--- src/rtl/alu_pkg.sv ---
package alu_pkg;
    localparam int unsigned SEL_W = 2;
    localparam int unsigned CTL_W = 4;

    typedef enum logic [SEL_W-1:0] {
        PATH_AND  = 2'b00,
        PATH_OR   = 2'b01,
        PATH_SUM  = 2'b10,
        PATH_LESS = 2'b11
    } path_sel_e;

    typedef struct packed {
        logic a_eff;
        logic b_eff;
        logic sum;
        logic carry;
        logic res;
    } cell_t;
endpackage

--- src/rtl/alu_slice.sv ---
module alu_slice
    import alu_pkg::*;
(
    input  logic             a_i,
    input  logic             b_i,
    input  logic             a_inv_i,
    input  logic             b_inv_i,
    input  logic             carry_i,
    input  logic             less_i,
    input  logic [SEL_W-1:0] sel_i,
    output logic             res_o,
    output logic             carry_o
);
    cell_t cell_d;

    always_comb begin
        cell_d       = '0;
        cell_d.a_eff = a_i ^ a_inv_i;
        cell_d.b_eff = b_i ^ b_inv_i;
        cell_d.sum   = cell_d.a_eff ^ cell_d.b_eff ^ carry_i;
        cell_d.carry = (cell_d.a_eff & cell_d.b_eff)
                     | (cell_d.a_eff & carry_i)
                     | (cell_d.b_eff & carry_i);
        case (path_sel_e'(sel_i))
            PATH_AND:  cell_d.res = cell_d.a_eff & cell_d.b_eff;
            PATH_OR:   cell_d.res = cell_d.a_eff | cell_d.b_eff;
            PATH_SUM:  cell_d.res = cell_d.sum;
            default:   cell_d.res = less_i;
        endcase
    end

    assign res_o   = cell_d.res;
    assign carry_o = cell_d.carry;
endmodule

--- src/rtl/alu_msb_slice.sv ---
module alu_msb_slice
    import alu_pkg::*;
(
    input  logic             a_i,
    input  logic             b_i,
    input  logic             a_inv_i,
    input  logic             b_inv_i,
    input  logic             carry_i,
    input  logic             less_i,
    input  logic [SEL_W-1:0] sel_i,
    output logic             res_o,
    output logic             carry_o,
    output logic             ovf_o,
    output logic             set_o
);
    logic a_eff_d;
    logic b_eff_d;
    logic sum_d;
    logic ovf_d;

    alu_slice u_cell (
        .a_i     (a_i),
        .b_i     (b_i),
        .a_inv_i (a_inv_i),
        .b_inv_i (b_inv_i),
        .carry_i (carry_i),
        .less_i  (less_i),
        .sel_i   (sel_i),
        .res_o   (res_o),
        .carry_o (carry_o)
    );

    // Sign rule: like-signed effective operands whose sum changes sign.
    always_comb begin
        a_eff_d = a_i ^ a_inv_i;
        b_eff_d = b_i ^ b_inv_i;
        sum_d   = a_eff_d ^ b_eff_d ^ carry_i;
        ovf_d   = (a_eff_d == b_eff_d) && (sum_d != a_eff_d);
    end

    assign ovf_o = ovf_d;
    // Raw sign corrected by overflow keeps the comparison exact.
    assign set_o = sum_d ^ ovf_d;
endmodule

--- src/rtl/alu_zero_detect.sv ---
module alu_zero_detect #(
    parameter int unsigned WIDTH = 32
) (
    input  logic [WIDTH-1:0] word_i,
    output logic             zero_o
);
    logic zero_d;

    always_comb begin
        zero_d = 1'b1;
        for (int i = 0; i < int'(WIDTH); i++) begin
            zero_d = zero_d & ~word_i[i];
        end
    end

    assign zero_o = zero_d;
endmodule

--- src/rtl/bitslice_alu.sv ---
module bitslice_alu
    import alu_pkg::*;
#(
    parameter int unsigned WIDTH = 32
) (
    input  logic [WIDTH-1:0] opnd_a,
    input  logic [WIDTH-1:0] opnd_b,
    input  logic             inv_a,
    input  logic             neg_b,
    input  logic [1:0]       func_sel,
    output logic [WIDTH-1:0] result,
    output logic             is_zero,
    output logic             ovf,
    output logic             cout
);
    localparam int unsigned MSB = WIDTH - 1;

    logic [WIDTH:0]   carry_d;
    logic [WIDTH-1:0] res_d;
    logic             set_d;
    logic             ovf_d;

    assign carry_d[0] = neg_b;

    for (genvar i = 0; i < int'(WIDTH); i++) begin : g_cell
        logic less_d;
        if (i == 0) begin : g_lsb
            assign less_d = set_d;
        end else begin : g_upper
            assign less_d = 1'b0;
        end

        if (i == int'(MSB)) begin : g_top
            alu_msb_slice u_slice (
                .a_i     (opnd_a[i]),
                .b_i     (opnd_b[i]),
                .a_inv_i (inv_a),
                .b_inv_i (neg_b),
                .carry_i (carry_d[i]),
                .less_i  (less_d),
                .sel_i   (func_sel),
                .res_o   (res_d[i]),
                .carry_o (carry_d[i+1]),
                .ovf_o   (ovf_d),
                .set_o   (set_d)
            );
        end else begin : g_plain
            alu_slice u_slice (
                .a_i     (opnd_a[i]),
                .b_i     (opnd_b[i]),
                .a_inv_i (inv_a),
                .b_inv_i (neg_b),
                .carry_i (carry_d[i]),
                .less_i  (less_d),
                .sel_i   (func_sel),
                .res_o   (res_d[i]),
                .carry_o (carry_d[i+1])
            );
        end
    end

    alu_zero_detect #(.WIDTH(WIDTH)) u_zero (
        .word_i (res_d),
        .zero_o (is_zero)
    );

    assign result = res_d;
    assign ovf    = ovf_d;
    assign cout   = carry_d[WIDTH];
endmodule

--- config.mk ---
export PLATFORM = sky130hd
export DESIGN_NAME = bitslice_alu
export DESIGN_NICKNAME = d
export VERILOG_FILES = /design/src/rtl/alu_pkg.sv /design/src/rtl/alu_slice.sv /design/src/rtl/alu_msb_slice.sv /design/src/rtl/alu_zero_detect.sv /design/src/rtl/bitslice_alu.sv
export SDC_FILE = /design/constraint.sdc
export NUM_CORES = 1
export LEC_CHECK = 0
export BUFFER_PORTS_ARGS = -buffer_cell sky130_fd_sc_hd__buf_2
export CAP_MARGIN = 20
export CORE_AREA = 2 2 91 93
export DETAILED_ROUTE_END_ITERATION = 16
export DIE_AREA = 0 0 93 95
export PLACE_DENSITY = 0.69
export SLEW_MARGIN = 20
export SYNTH_ARGS = -nofsm -noshare
export SYNTH_HDL_FRONTEND = slang
export SYNTH_SLANG_ARGS = --single-unit
--- constraint.sdc ---
create_clock -name vclk -period 40.8
set_input_delay 0 -clock vclk [all_inputs]
set_output_delay 0 -clock vclk [all_outputs]
set_load 0.005 [all_outputs]
==> results.yml <==
floorplanning:
  core_area_um2: 7930
  die_h_um: 95
  dieArea_um2: 8840
  start_util: 0.425
  num_rows: 33
  num_io_pins: 103
  die_w_um: 93
timing:
  rsz0062_at_grt: "no"
  max-slew-margin-rel: 0.547
  max_freq_mhz: 69.8
  slew_viol_final: 0
  max_slew.worst_pin.slew_ns: 0.680
  setup_violations: 0
  post-route-period-util: 0.351
  fin_crit_ns: 14.33
  hold_violations: 0
  fin_setup_tns_ns: 0
grt:
  antenna_found_initial: 0
  gr-total-overflow: 0
  grt_pass1_wl_mm: 12.2
  grtUsageTotal: 0.168
  grt_pass1_vias: 2742
  grt_max_degree: 36
synth:
  yosysSeqAreaShare: 0
  yosysTopAreaCellShare: 0.238
  yosys-top-cells-area: "ha_1 24%, fa_1 18%, xor2_1 16%, inv_1 11%, mux2i_1 9.5%"
  yosysUniqueCellTypes: 21
  synth_top_area_cell: "ha_1"
  syn_area_um2: 3370
  syn_inst: 394
  ys_warn_count: 0
  synthesis.nets: 557
  syn_avg_cell_area_um2: 8.56
final_layout:
  layout_commonest_cell: "buf_2"
  post-route-util: 0.464
  register_area_um2: 0
  seq_cell_count: 0
  area_growth_pct: 9.09
  antenna_cells: 0
  layout_common_cells: "103 x buf_2, 99 x inv_1, 64 x ha_1"
  fill_cells: 793
  nNetsFinal: 614
  clockBufferCount: 0
  final_layout_size_suffix_gt1_frac: 0.241
setup_path:
  cp.required_ns: 40.80
  critPathMostFrequentCell: "fa_1"
  cp_slowest_cell: "fa_1"
  arrival_ns: 14.33
  crit_type: "input pin to output port"
  cp_slowest_stage_delay_ns: 0.54
  start_kind: "input pin"
  crit_fanout: 32
  crit_path_end_kind: "output port"
worst_hold_path:
  hp-class: "input pin to output port"
pwr:
  leakage_uw: 0.00215
  peakVddDrop_uv: 8.56
  power.density_nw_per_um2: 16.2
routing:
  avgRoutedWirePerCell_um: 13.5
  drc: 0
  via_per_inst: 4.68
  dr.first_iter.drc_count: 90
  firstDrtPassIters: 4
  drt-total-wl_mm: 7.46
  via_count: 2592
  drtAntennaViolNets: 0
place:
  gp_congestion: 0.836
  hpwl_mm: 6.15
  port_buffers: 103
run:
  cap_violations: 0
clocking:
  hold_buffers: 0
  post_cts.repair.setup_buffers: 0
  post_cts_resized: 0
run_status:
  status: "finished, final reports clean"
==> synth_stat cells <==
cell type and instances:
buf_4 34, xnor2_1 3, ha_1 64, nor4_2 1, buf_2 10, xor2_1 63, inv_1 99, nand2_1 2
clkbuf_1 4, a21oi_1 2, nand2b_4 1, nor3_1 1, a31oi_1 1, mux2i_1 32, nand4_1 1, fa_1 31
buf_12 1, nor2_1 3, buf_6 2, o22ai_1 32, nor4_1 7
==> final timing paths <==
path	startpoint	slack (ns)	cells after the start	to
min	opnd_a[31]	0.53	5	ovf
max	inv_a	26.47	41	is_zero
==> routing by layer <==
| layer | global-route usage | up-vias | share of wire |
|---|---|---|---|
| met5 | 0 | - | 0 |
| met4 | 0.0208 | 0 | 0.012 |
| met3 | 0.0176 | 8 | 0.045 |
| li1 | - | 1276 | - |
| met2 | 0.318 | 61 | 0.52 |
| met1 | 0.213 | 1247 | 0.43 |
==> worst max-delay path, delay by kind of cell <==
kind	cells	cell delay, ns
AND/OR/NAND/NOR	3	0.97
XOR/XNOR	1	0.21
AO/OA/AOI/OAI	2	0.32
adder cells (fa/ha/maj)	31	12.07
buffers and inverters	4	0.74
==> layout make-up <==
type,instances,area (um^2),area share
repair buffers,106,538,0.146
well taps,105,131,0.0357
inverters,99,372,0.101
multi-input cells,244,2640,0.717
==> power by group <==
group | total [uW] | switching, uW | internal (uW)
sequential | 0 | 0 | 0
combinational | 59.5 | 34.0 | 25.5
clock | 0 | 0 | 0
==> cells by family after synthesis <==
kind of cell | count (synthesis) | synth area share
AND/OR/NAND/NOR | 16 | 0.0297
buffers and inverters | 150 | 0.218
multiplexers | 32 | 0.0950
adder cells (fa/ha/maj) | 95 | 0.422
AO/OA/AOI/OAI | 35 | 0.0642
XOR/XNOR | 66 | 0.171
==> per-stage QoR <==
stage               cell area [um^2]  cells  hold WS, ns  setup WS (ns)  power (uW)
global route                    3680    554        0.618          26.02        68.4
CTS                             3680    554        0.518          26.46        60.1
detailed placement              3680    554        0.508          26.47        59.7
floorplan                       3370    394        0.270          27.76        47.7
global placement                3680    554        0.521          26.83        57.2
finish                          3680    554        0.529          26.47        59.5
No activity file was read; power rests on OpenSTA's default activity.
